### config.mk
export PLATFORM = sky130hd
export DESIGN_NAME = ecb_bank
export DESIGN_NICKNAME = d
export VERILOG_FILES = /design/src/rtl/ecb_pkg.sv /design/src/rtl/ecb_qualify.sv /design/src/rtl/ecb_counter.sv /design/src/rtl/ecb_irq.sv /design/src/rtl/ecb_bank.sv
export SDC_FILE = /design/constraint.sdc
export NUM_CORES = 1
export LEC_CHECK = 0
export BUFFER_PORTS_ARGS = -buffer_cell sky130_fd_sc_hd__buf_4
export CAP_MARGIN = 0
export CORE_ASPECT_RATIO = 0.9
export CORE_UTILIZATION = 45
export CTS_CLUSTER_SIZE = 8
export DETAILED_ROUTE_END_ITERATION = 8
export GPL_ROUTABILITY_DRIVEN = 0
export PLACE_DENSITY = 0.63
export SLEW_MARGIN = 20
export SYNTH_ARGS = -nofsm -noshare
export SYNTH_HDL_FRONTEND = slang
export SYNTH_SLANG_ARGS = --single-unit
### constraint.sdc
create_clock -name clk -period 3.74 [get_ports clk]
set_input_delay 0.187 -clock clk [delete_from_list [all_inputs] [get_ports clk]]
set_output_delay 0.187 -clock clk [all_outputs]
set_load 0.1 [all_outputs]
### src/rtl/ecb_pkg.sv
`timescale 1ns/1ps
package ecb_pkg;
  typedef enum logic [3:0] {
    A_CTRL    = 4'd0,
    A_SEL     = 4'd1,
    A_CFG     = 4'd2,
    A_CNT_LO  = 4'd3,
    A_CNT_HI  = 4'd4,
    A_SNAP_LO = 4'd5,
    A_SNAP_HI = 4'd6,
    A_THR_LO  = 4'd7,
    A_THR_HI  = 4'd8,
    A_IEN     = 4'd9,
    A_IACT    = 4'd10
  } reg_addr_e;

  // Per-counter selection: condition number plus privilege qualifiers
  typedef struct packed {
    logic        user_only;
    logic        kern_only;
    logic [14:0] cond;
  } cnt_cfg_t;

  localparam int CTRL_RUN_BIT  = 0;
  localparam int CTRL_SNAP_BIT = 1;
  localparam int CFG_KERN_BIT  = 16;
  localparam int CFG_USER_BIT  = 17;
endpackage

### src/rtl/ecb_qualify.sv
`timescale 1ns/1ps
module ecb_qualify #(
  parameter int NUM_COND = 8
) (
  input  logic [NUM_COND-1:0] cond_in,
  input  ecb_pkg::cnt_cfg_t   cfg,
  input  logic                kernel_mode,
  input  logic                run,
  output logic                inc
);
  logic picked;
  logic mode_ok;

  // Condition 0 and out-of-range numbers match no line, so they never fire
  always_comb begin
    picked = 1'b0;
    for (int j = 0; j < NUM_COND; j++) begin
      if (cfg.cond == 15'(j + 1)) picked = cond_in[j];
    end
  end

  assign mode_ok = (!cfg.kern_only && !cfg.user_only) ||
                   (cfg.kern_only && kernel_mode) ||
                   (cfg.user_only && !kernel_mode);

  assign inc = run && picked && mode_ok;
endmodule

### src/rtl/ecb_counter.sv
`timescale 1ns/1ps
module ecb_counter #(
  parameter int CW = 32
) (
  input  logic          clk,
  input  logic          rst,
  input  logic          inc,
  input  logic          cnt_ld_lo,
  input  logic          cnt_ld_hi,
  input  logic          thr_ld_lo,
  input  logic          thr_ld_hi,
  input  logic [31:0]   wdata,
  output logic [CW-1:0] cnt,
  output logic [CW-1:0] thr,
  output logic          hit
);
  logic [CW-1:0] cnt_inc;
  logic [CW-1:0] cnt_wr;
  logic [CW-1:0] thr_wr;
  logic          ld;

  assign ld      = cnt_ld_lo || cnt_ld_hi;
  assign cnt_inc = cnt + CW'(1);

  generate
    if (CW > 32) begin : g_wide
      assign cnt_wr = cnt_ld_lo ? {cnt[CW-1:32], wdata} : {wdata[CW-33:0], cnt[31:0]};
      assign thr_wr = thr_ld_lo ? {thr[CW-1:32], wdata} : {wdata[CW-33:0], thr[31:0]};
    end else begin : g_narrow
      // No upper half: a high-word write leaves the value as it is
      assign cnt_wr = cnt_ld_lo ? wdata[CW-1:0] : cnt;
      assign thr_wr = thr_ld_lo ? wdata[CW-1:0] : thr;
    end
  endgenerate

  always_ff @(posedge clk) begin
    if (rst) begin
      cnt <= '0;
      thr <= '0;
    end else begin
      if (ld)       cnt <= cnt_wr;   // software preset beats the event
      else if (inc) cnt <= cnt_inc;
      if (thr_ld_lo || thr_ld_hi) thr <= thr_wr;
    end
  end

  assign hit = inc && !ld && (cnt_inc == thr);
endmodule

### src/rtl/ecb_irq.sv
`timescale 1ns/1ps
module ecb_irq #(
  parameter int NUM_CTRS = 4
) (
  input  logic                clk,
  input  logic                rst,
  input  logic [NUM_CTRS-1:0] hit,
  input  logic                ien_we,
  input  logic                iact_we,
  input  logic [NUM_CTRS-1:0] wdata,
  output logic [NUM_CTRS-1:0] ien,
  output logic [NUM_CTRS-1:0] act,
  output logic                irq
);
  logic [NUM_CTRS-1:0] clr;
  logic [NUM_CTRS-1:0] ien_nxt;
  logic [NUM_CTRS-1:0] act_nxt;

  assign clr     = iact_we ? wdata : '0;
  assign ien_nxt = (ien_we ? wdata : ien) & ~clr;
  assign act_nxt = (act | (hit & ien)) & ~clr;

  always_ff @(posedge clk) begin
    if (rst) begin
      ien <= '0;
      act <= '0;
      irq <= 1'b0;
    end else begin
      ien <= ien_nxt;
      act <= act_nxt;
      irq <= |act_nxt;
    end
  end
endmodule

### src/rtl/ecb_bank.sv
`timescale 1ns/1ps
module ecb_bank #(
  parameter int NUM_CTRS = 4,
  parameter int WIDE_SEL = 0,
  parameter int NUM_COND = 8
) (
  input  logic                clk,
  input  logic                rst,
  input  logic                reg_we,
  input  logic [3:0]          reg_addr,
  input  logic [31:0]         reg_wdata,
  output logic [31:0]         reg_rdata,
  input  logic [NUM_COND-1:0] cond_in,
  input  logic                kernel_mode,
  output logic                irq
);
  import ecb_pkg::*;

  localparam int CW    = 32 + 16 * WIDE_SEL;
  localparam int IDX_W = (NUM_CTRS > 1) ? $clog2(NUM_CTRS) : 1;

  logic              run_q;
  logic [IDX_W-1:0]  sel_q;
  cnt_cfg_t          cfg_q [NUM_CTRS];
  logic [CW-1:0]     snap_q;

  logic [CW-1:0]     cnt_arr [NUM_CTRS];
  logic [CW-1:0]     thr_arr [NUM_CTRS];
  logic [NUM_CTRS-1:0] inc_v, hit_v;
  logic [NUM_CTRS-1:0] ien_q, act_q;

  logic wr_ctrl, wr_sel, wr_cfg, wr_cnt_lo, wr_cnt_hi, wr_thr_lo, wr_thr_hi, wr_ien, wr_iact;

  assign wr_ctrl   = reg_we && (reg_addr == A_CTRL);
  assign wr_sel    = reg_we && (reg_addr == A_SEL);
  assign wr_cfg    = reg_we && (reg_addr == A_CFG);
  assign wr_cnt_lo = reg_we && (reg_addr == A_CNT_LO);
  assign wr_cnt_hi = reg_we && (reg_addr == A_CNT_HI);
  assign wr_thr_lo = reg_we && (reg_addr == A_THR_LO);
  assign wr_thr_hi = reg_we && (reg_addr == A_THR_HI);
  assign wr_ien    = reg_we && (reg_addr == A_IEN);
  assign wr_iact   = reg_we && (reg_addr == A_IACT);

  // Selected-counter views for reads and snapshot
  logic [CW-1:0] cnt_sel, thr_sel;
  cnt_cfg_t      cfg_sel;
  always_comb begin
    cnt_sel = '0;
    thr_sel = '0;
    cfg_sel = '0;
    for (int i = 0; i < NUM_CTRS; i++) begin
      if (sel_q == IDX_W'(i)) begin
        cnt_sel = cnt_arr[i];
        thr_sel = thr_arr[i];
        cfg_sel = cfg_q[i];
      end
    end
  end

  logic [31:0] cnt_sel_hi, thr_sel_hi, snap_hi;
  generate
    if (CW > 32) begin : g_hi
      assign cnt_sel_hi = 32'(cnt_sel[CW-1:32]);
      assign thr_sel_hi = 32'(thr_sel[CW-1:32]);
      assign snap_hi    = 32'(snap_q[CW-1:32]);
    end else begin : g_no_hi
      assign cnt_sel_hi = '0;
      assign thr_sel_hi = '0;
      assign snap_hi    = '0;
    end
  endgenerate

  always_ff @(posedge clk) begin
    if (rst) begin
      run_q  <= 1'b0;
      sel_q  <= '0;
      snap_q <= '0;
      for (int i = 0; i < NUM_CTRS; i++) cfg_q[i] <= '0;
    end else begin
      if (wr_ctrl) begin
        run_q <= reg_wdata[CTRL_RUN_BIT];
        if (reg_wdata[CTRL_SNAP_BIT]) snap_q <= cnt_sel;
      end
      if (wr_sel) sel_q <= reg_wdata[IDX_W-1:0];
      for (int i = 0; i < NUM_CTRS; i++) begin
        if (wr_cfg && sel_q == IDX_W'(i)) begin
          cfg_q[i].cond      <= reg_wdata[14:0];
          cfg_q[i].kern_only <= reg_wdata[CFG_KERN_BIT];
          cfg_q[i].user_only <= reg_wdata[CFG_USER_BIT];
        end
      end
    end
  end

  generate
    for (genvar g = 0; g < NUM_CTRS; g++) begin : g_ctr
      logic is_sel;
      assign is_sel = (sel_q == IDX_W'(g));

      ecb_qualify #(.NUM_COND(NUM_COND)) u_qual (
        .cond_in     (cond_in),
        .cfg         (cfg_q[g]),
        .kernel_mode (kernel_mode),
        .run         (run_q),
        .inc         (inc_v[g])
      );

      ecb_counter #(.CW(CW)) u_cnt (
        .clk       (clk),
        .rst       (rst),
        .inc       (inc_v[g]),
        .cnt_ld_lo (wr_cnt_lo && is_sel),
        .cnt_ld_hi (wr_cnt_hi && is_sel),
        .thr_ld_lo (wr_thr_lo && is_sel),
        .thr_ld_hi (wr_thr_hi && is_sel),
        .wdata     (reg_wdata),
        .cnt       (cnt_arr[g]),
        .thr       (thr_arr[g]),
        .hit       (hit_v[g])
      );
    end
  endgenerate

  ecb_irq #(.NUM_CTRS(NUM_CTRS)) u_irq (
    .clk     (clk),
    .rst     (rst),
    .hit     (hit_v),
    .ien_we  (wr_ien),
    .iact_we (wr_iact),
    .wdata   (reg_wdata[NUM_CTRS-1:0]),
    .ien     (ien_q),
    .act     (act_q),
    .irq     (irq)
  );

  always_ff @(posedge clk) begin
    if (rst) begin
      reg_rdata <= '0;
    end else begin
      case (reg_addr)
        A_CTRL:    reg_rdata <= {31'b0, run_q};
        A_SEL:     reg_rdata <= 32'(sel_q);
        A_CFG:     reg_rdata <= {14'b0, cfg_sel.user_only, cfg_sel.kern_only, 1'b0, cfg_sel.cond};
        A_CNT_LO:  reg_rdata <= cnt_sel[31:0];
        A_CNT_HI:  reg_rdata <= cnt_sel_hi;
        A_SNAP_LO: reg_rdata <= snap_q[31:0];
        A_SNAP_HI: reg_rdata <= snap_hi;
        A_THR_LO:  reg_rdata <= thr_sel[31:0];
        A_THR_HI:  reg_rdata <= thr_sel_hi;
        A_IEN:     reg_rdata <= 32'(ien_q);
        A_IACT:    reg_rdata <= 32'(act_q);
        default:   reg_rdata <= '0;
      endcase
    end
  end
endmodule

# ---- Yosys cells after proc, flatten, opt, wreduce, memory -nomap -nowiden
# Memory sizes are Yosys's and may differ from the RTL's.
# Index checks and enable logic that the tools add are counted.
dict set report op_classes {
  mux 85
  mul 0
  reduce_logical 102
  add_sub_neg 4
  bitwise 17
  div_mod_pow 0
  n_lt_le_gt_ge 0
  n_eq_ne 52
  n_shift 0
}
# op n
set op_table {}
lappend op_table {{2-to-1 mux 32 bit} 20}
lappend op_table {{one-hot mux 32 bit (8 select lines)} 1}
lappend op_table {{equality test 15 x 3 -> 1 bit, second input constant} 16}
lappend op_table {{adder 32 x 1 -> 32 bit, second input constant} 4}
lappend op_table {{equality test 32 bit} 4}
lappend op_table {{equality test 15 x 2 -> 1 bit, second input constant} 8}
lappend op_table {{2-to-1 mux 17 bit} 4}
lappend op_table {{equality test 15 x 1 -> 1 bit, second input constant} 4}
lappend op_table {{equality test 15 x 4 -> 1 bit, second input constant} 4}
lappend op_table {{2-to-1 mux 15 bit} 4}
lappend op_table {{logical AND 1 bit} 57}
lappend op_table {{2-to-1 mux 1 bit} 54}
lappend op_table {{AND reduction 2 bit} 9}
lappend op_table {{logical OR 1 bit} 16}
lappend op_table {{zero test 1 bit} 13}
lappend op_table {{bitwise AND 4 bit} 3}
lappend op_table {{equality test 4 x 3 -> 1 bit, second input constant} 3}
lappend op_table {{equality test 4 bit, second input constant} 3}
lappend op_table {{OR 1 bit} 12}
lappend op_table {{equality test 4 x 2 -> 1 bit, second input constant} 2}
lappend op_table {{2-to-1 mux 4 bit} 2}
lappend op_table {{inequality test 2 x 1 -> 1 bit, second input constant} 4}
lappend op_table {{nonzero test 2 bit} 4}
lappend op_table {{equality test 2 bit, second input constant} 2}
lappend op_table {{7 further kinds} 7}
dict set report word_totals {
  ramBits 68
  wordCells 276
  memories 1
  inputBits 48
  out_inout_bits 33
  regBits 332
  mem_bits_ro 0
  latch_bits 0
}
# name words width rd rd_clocked_by_memory_dff wr line_no
set memory_table {}
lappend memory_table {cfg_q 4 17 4 0 4 ecb_bank.sv:24} ;# cnt_cfg_t cfg_q [NUM_CTRS];

# ---- Logic depth before layout (Yosys ltp)
# Gate-level depths: netlist of the first run.
# An unclocked memory read counts as a cell.
dict set report depth {
  depth_word 18
  mapped_depth 12
  ltp_nobuf 9
}

# ---- Cells and area by module
# Synthesis of the first run repeated with hierarchy kept, for this count alone.
dict set report unflattened {
  hier_cells 2665
  hier_area_um2 24024.3
}
# mod seq_area_each_um2 n_inst cells_per_inst area_each_um2
set by_module_without_submodules {}
lappend by_module_without_submodules {ecb_counter 1281.2 4 482 3903.7}
lappend by_module_without_submodules {ecb_bank 3383.2 1 616 7462.2}
lappend by_module_without_submodules {ecb_qualify 0.0 4 22 146.4}
lappend by_module_without_submodules {ecb_irq 180.2 1 33 361.6}

# ---- Worst setup path after synthesis of the first run
# Ideal clock, no wire load.
dict set report synth_path {
  path_kind {reg2reg}
  startpoint {reg g_ctr[3].u_cnt.cnt[5]}
  endpoint {reg u_irq.irq}
  period_less_slack_ps 2799
  setup_ps 66
  path_slack_ps 941
  path_stages_with_launch 10
  n_path_buf 1
  t_arrival_ps 2734
  t_required_ps 3674
  path_cell_list {dfxtp_1 > clkbuf_1 > nand4_1 > or4_1 > nor4_1 > xnor2_1 > nand4_1 > or4_1 > o31ai_1 > nand4b_1}
}
dict set report synth_between {
  elab_chain_cells 7
}
# item line_no
set synth_rtl {}
lappend synth_rtl {{start, declared} ecb_counter.sv:13} ;# output logic [CW-1:0] cnt,
lappend synth_rtl {{start signal, assigned} ecb_counter.sv:41} ;# if (ld) cnt <= cnt_wr;
lappend synth_rtl {{start signal, assigned} ecb_counter.sv:42} ;# else if (inc) cnt <= cnt_inc;
lappend synth_rtl {{adder 32 x 1 -> 32 bit} ecb_counter.sv:23} ;# assign cnt_inc = cnt + CW'(1);
lappend synth_rtl {{equality test 32 bit} ecb_counter.sv:47} ;# assign hit = inc && !ld && (cnt_inc == thr);
lappend synth_rtl {{logical AND 1 bit} ecb_counter.sv:47}
lappend synth_rtl {{bitwise AND 4 bit} ecb_irq.sv:21} ;# assign act_nxt = (act | (hit & ien)) & ~clr;
lappend synth_rtl {{OR 4 bit} ecb_irq.sv:21}
lappend synth_rtl {{bitwise AND 4 bit} ecb_irq.sv:21}
lappend synth_rtl {{OR reduction 4 bit} ecb_irq.sv:31} ;# irq <= |act_nxt;
lappend synth_rtl {{end signal, assigned} ecb_irq.sv:31}
lappend synth_rtl {{end, declared} ecb_irq.sv:13} ;# output logic irq
# No other way between the ends.
# A chain may end at the register's enable or synchronous reset.

# ---- Worst setup path in the final report of the first run
dict set report layout_path {
  startpoint {reg g_ctr[2].u_cnt.cnt[0]}
  endpoint {reg u_irq.irq}
}
dict set report layout_between {
  elab_chain_cells 7
}
# item line_no
set layout_rtl {}
lappend layout_rtl {{start, declared} ecb_counter.sv:13}
lappend layout_rtl {{start signal, assigned} ecb_counter.sv:41}
lappend layout_rtl {{start signal, assigned} ecb_counter.sv:42}
lappend layout_rtl {{adder 32 x 1 -> 32 bit} ecb_counter.sv:23}
lappend layout_rtl {{equality test 32 bit} ecb_counter.sv:47}
lappend layout_rtl {{logical AND 1 bit} ecb_counter.sv:47}
lappend layout_rtl {{bitwise AND 4 bit} ecb_irq.sv:21}
lappend layout_rtl {{OR 4 bit} ecb_irq.sv:21}
lappend layout_rtl {{bitwise AND 4 bit} ecb_irq.sv:21}
lappend layout_rtl {{OR reduction 4 bit} ecb_irq.sv:31}
# No other way between the ends.

==> impl_metrics.yaml, run 1 <==
timing:
  slew_violations: 0
  tightestPinTransition_ps: 1060
  post-route-min-period_ps: 3610
  fin_skew_ps: 44.7
  rsz0062_at_grt: "no"
  period_share: 0.964
  fmax_mhz: 277
  fin_setup_tns_ps: 0
  finalHoldViolCount: 0
  setup_viol: 0
  max_slew_margin: 0.282
logic_synthesis:
  synth_seq_cells: 400
  synth_cells: 3015
  yosys_warnings: 0
  syn-cell-area_um2: 24500
  synth_fp_nets: 3067
  synth_enable_flop_cells: 68
  synthArstFlopShare: 0
  ys.flop_type: "dfxtp_1"
  seq_area_frac_synth: 0.355
  syn_area_per_cell_um2: 8.11
  synth.distinct_cells: 86
status:
  status: "finished, violations left"
  violations: "design-rule violations"
placed_design:
  portBuffers: 80
  placed_area_um2: 25500
  hpwlAfterDp_um: 70100
detailed_routing:
  post_drt_via_cell_ratio: 6.67
  dr.pass1.iters: 8
  vias: 24600
  drc: 6
  wl_per_cell_um: 26.7
  ant_nets: 0
  wl_um: 98700
  drtIter0Drc: 3521
cts:
  htree_num_levels: 2
  clockRootBuffer: "clkbuf_16"
  tritoncts: "done"
  clock_sinks: 400
  numCtsBuffers: 56
  cts_buffer_depth: 3
  clk_latency_ps: 640
  clk_pin_slew_worst_paths_ps: 60
layout:
  syn2layout_area_growth_pct: 11.8
  design_area_um2: 27300
  final_core_util: 0.512
  final_nets: 3022
  final_common_cell: "nand2_1"
  final_cell_mix: "nand2_1 (542), dfxtp_1 (330), a21oi_1 (305)"
  layout-drive-gt1-share: 0.119
power_and_ir_drop:
  p_leak_nw: 8.69
  p_per_area_nw_per_um2: 354
  ir_worst_vdd_mv: 0.312
  p_total_w: 0.00969
setup_path:
  required_ps: 4280
  r2r_slack_ps: 130
  path_class: "reg -> reg"
  cp_max_fo: 10
  crit_path_start_kind: "flop"
  crit_path_end_kind: "flop"
  worstPathArrival_ps: 4150
floorplan:
  die_area_um2: 55300
  die_height_um: 223
  die_w_um: 248
  initial_core_util: 0.458
  core-area_um2: 53400
  pin_count: 81
  core.rowCount: 80
global_route:
  antenna_found_initial: 5
  grt.total_usage: 0.352
  grt_pass1_vias: 22300
  grt_max_degree: 92
  overflow: 0
  grt_pass1_wl_um: 145000
min_path:
  holdCritPathClass: "in -> reg"
job:
  drv_cap: 0
-- state kept, by name, indices dropped and copies added (netlist names) --
name and count:
u_irq.ien 4, u_irq.act 4, g_ctr.u_cnt.cnt 128, cfg_q 68
u_irq.irq 1, snap_q 32, run_q 1, sel_q 2
reg_rdata 32, g_ctr.u_cnt.thr 128
-- where the power goes --
| part | leakage (nW) | switching, W | internal (W) |
|---|---|---|---|
| registers | 3.38 | 0.0000360 | 0.00441 |
| clock network | 0.741 | 0.00202 | 0.00272 |
| logic | 4.56 | 0.000358 | 0.000146 |
| total | 8.69 | 0.00242 | 0.00727 |
-- logic make-up (layout without fill, tap and decap cells) --
group | Yosys count | count (layout) | share of synthesized area
AO/OA/AOI/OAI | 751 | 751 | 0.189
XOR/XNOR | 186 | 186 | 0.0666
adder cells (fa/ha/maj) | 5 | 5 | 0.00246
buffers and inverters | 312 | 288 | 0.0514
flip-flops | 400 | 400 | 0.355
multiplexers | 105 | 105 | 0.0857
other | 0 | 1 | 0
AND/OR/NAND/NOR | 1256 | 1256 | 0.250
-- final cells by class --
type | count | area [um2]
flip-flops and latches | 400 | 8700
well taps | 697 | 872
inverters | 20 | 75.1
fillers | 4964 | 26000
clock inverters | 3 | 45.0
diodes | 1 | 2.50
multi-input cells | 2303 | 14600
clock buffers | 76 | 1490
repair buffers | 189 | 1580
-- critical path, cell delays in order (launching register included) --
cell       delay, ps
dfxtp_1          460
ha_1             370
nand4_1          130
buf_4            190
or4_1            710
o21ai_0          320
nor2_1           120
nor4bb_1         570
and4b_1          290
nand4bb_1        200
nand4b_1         170
-- metrics by stage --
step	hold WS (ps)	cells	setup WS, ps
after floorplan	339	3015	941
after global placement	442	3576	289
after detailed placement	447	3576	277
after CTS	62.0	3688	263
after global routing	161	3688	23.0
final	95.7	3689	133
-- final timing paths --
check	startpoint	end	depth (start not counted)
max	g_ctr[2].u_cnt.cnt[0]	u_irq.irq	10
min	reg_addr[1]	run_q	4
max reg2reg	g_ctr[2].u_cnt.cnt[0]	u_irq.irq	10
min reg2reg	snap_q[23]	reg_rdata[23]	2
-- cells in the mapped netlist, types with 18 or more instances --
cell type | number | share of area
mux4_2 | 82 | 0.076
o21ai_0 | 142 | 0.029
a21oi_1 | 305 | 0.062
nand3_1 | 75 | 0.015
inv_1 | 20 | 0.0031
nor4_1 | 53 | 0.014
xnor2_1 | 133 | 0.048
and3_1 | 26 | 0.0067
mux2i_1 | 21 | 0.0086
a211oi_1 | 18 | 0.0055
nor2b_1 | 19 | 0.0049
nor3_1 | 56 | 0.011
nand2_1 | 542 | 0.083
a22oi_1 | 115 | 0.035
nor2_1 | 208 | 0.032
dfxtp_1 | 332 | 0.27
nand4_1 | 62 | 0.016
o31ai_1 | 41 | 0.013
clkbuf_1 | 226 | 0.035
buf_2 | 37 | 0.0076
edfxtp_1 | 68 | 0.084
and2_1 | 83 | 0.021
xor2_1 | 53 | 0.019
-- per-layer routing --
layer	vias up	part of all wire	GRT usage	wire length (um)
met4	6	0.037	0.122	3650
met2	1749	0.41	0.493	40500
met5	-	0.00039	0	38
met1	11900	0.40	0.501	39300
met3	246	0.15	0.119	15200
li1	10700	-	-	-
-- what timing repair did --
item | CTS | global route
setup endpoints to repair | 0 | 1
hold buffers | 33 | 0
hold endpoints to repair | 141 | 0
resized for setup | 0 | 1
buffers inserted | 0 | 0
Power figures use the tool's default switching activity.
==> run 2: changes to the inputs <==
==> constraint.sdc (replaced) <==
create_clock -name clk -period 4.4 [get_ports clk]
set_input_delay 0.22 -clock clk [delete_from_list [all_inputs] [get_ports clk]]
set_output_delay 0.22 -clock clk [all_outputs]
set_load 0.1 [all_outputs]
==> run 2 against run 1 <==
Compared with the run above: the run still ends with design-rule violations left; die area is the same; register-to-register slack gained 760 ps; hold slack gained 24 ps; worst setup slack gained 760 ps; count of clock-buffer cells in the layout shrank 2; via count shrank 2.0%; sequential share of layout area grew 0.35 points; critical endpoint unchanged; wire length shrank 3.0%.
==> impl_metrics.yaml, run 2 (synthesis gave the netlist of run 1 again) <==
floorplan:
  die_w_um: 248
  initial_core_util: 0.458
  die_area_um2: 55300
  core-area_um2: 53400
  pin_count: 81
  die_height_um: 223
  core.rowCount: 80
setup_path:
  required_ps: 4930
  path_class: "reg -> reg"
  slowest_delay_ps: 700
  crit_path_start_kind: "flop"
  crit_path_end_kind: "flop"
  worstPathArrival_ps: 4040
  path_cells: "and3_1 > nand4_1 > nor4_1 > nand3_1 > xnor2_1 > nor4_1 > o2111ai_1 > nand4b_1"
  worst_path_most_repeated_cell: "nor4_1"
  crit_slowest_cell: "nor4_1"
  cp_max_fo: 12
timing:
  whs_ps: 120
  fin_setup_tns_ps: 0
  slew_violations: 0
  post-route-min-period_ps: 3510
  period_share: 0.798
  tightestPinTransition_ps: 1110
  fmax_mhz: 285
  max_slew_margin: 0.260
  finalHoldViolCount: 0
  rsz0062_at_grt: "no"
  fin_skew_ps: 30.2
  setup_viol: 0
detailed_routing:
  post_drt_via_cell_ratio: 6.61
  vias: 24100
  drc: 3
  drtIter0Drc: 3614
  wl_per_cell_um: 26.2
  wl_um: 95700
  dr.pass1.iters: 8
  ant_nets: 0
placed_design:
  portBuffers: 80
  hpwlAfterDp_um: 68300
  placed_area_um2: 25100
layout:
  design_area_um2: 27000
  syn2layout_area_growth_pct: 10.6
  final_common_cell: "nand2_1"
  diodes: 0
  layout-drive-gt1-share: 0.110
  final_cell_mix: "nand2_1 (542), dfxtp_1 (330), a21oi_1 (305)"
  fill_cells: 4993
  reg_top3: "g_ctr.u_cnt.cnt (128), g_ctr.u_cnt.thr (128), cfg_q (68)"
  final_nets: 2988
min_path:
  holdCritPathClass: "in -> reg"
cts:
  post_cts_buffers: 0
  clk_pin_slew_worst_paths_ps: 60
  htree_num_levels: 2
  numCtsBuffers: 56
  cts_buffer_depth: 3
  ctsHoldBuffers: 32
  clock_sinks: 400
  ctsResizeCount: 0
  clk_latency_ps: 620
  tritoncts: "done"
  clockRootBuffer: "clkbuf_16"
global_route:
  grt_pass1_vias: 22100
  antenna_found_initial: 6
  grt.total_usage: 0.343
  grt_max_degree: 114
  overflow: 0
  grt_pass1_wl_um: 142000
status:
  status: "finished, violations left"
  violations: "design-rule violations"
power_and_ir_drop:
  p_leak_nw: 8.52
  ir_worst_vdd_mv: 0.320
  p_per_area_nw_per_um2: 306
job:
  drv_cap: 0
-- run 2: cell types whose count changed in the layout (fill, tap and decap cells not counted), moves of 2 or more --
cell / before / now
nor4_2: 5 / 3
buf_12: 6 / 0
nor4_1: 51 / 53
clkbuf_1: 19 / 15
clkbuf_16: 56 / 58
buf_4: 149 / 121
-- run 2: metrics by stage --
step | setup slack, ps | instances | utilization | total power (W)
after floorplan | 1600 | 3015 | - | 0.00405
after global placement | 1050 | 3543 | 0.471 | 0.00423
after detailed placement | 1020 | 3543 | 0.471 | 0.00423
after CTS | 963 | 3651 | 0.507 | 0.00828
after global routing | 626 | 3651 | 0.507 | 0.00846
final | 889 | 3651 | 0.507 | 0.00827
-- run 2: routing by layer --
layer	wire (um)	track usage	part of all wire
met3	14600	0.119	0.15
met2	38100	0.462	0.40
met1	38600	0.491	0.40
met4	4300	0.147	0.045
met5	46	0	0.00048
-- run 2: power by group --
group	total [W]	switching (W)	leakage, nW	internal (W)
logic	0.000418	0.000299	4.37	0.000119
clock network	0.00407	0.00166	0.761	0.00241
registers	0.00378	0.0000319	3.38	0.00375
-- run 2: area by class of cell --
class                      count  area [um2]  area share
inverter                      20        75.1     0.00278
clock inverter                 2        46.3     0.00171
timing repair buffer         155        1250      0.0464
tap                          697         872      0.0322
multi-input combinational   2303       14600       0.539
sequential                   400        8700       0.322
clock buffer                  74        1520      0.0563
-- run 2: path summary, 6_finish.rpt --
path	startpoint	end	slack (ps)	cells past startpoint
max reg2reg	g_ctr[1].u_cnt.cnt[16]	u_irq.irq	890	8
min	reg_addr[1]	run_q	120	4
max	g_ctr[1].u_cnt.cnt[16]	u_irq.irq	890	8
min reg2reg	snap_q[15]	reg_rdata[15]	450	2
-- run 2: worst max-delay path, delay by kind of cell, from the launching register on --
kind,cells,cell delay [ps]
compound gates,1,370
flops,1,680
simple gates,6,2180
xor+xnor,1,180
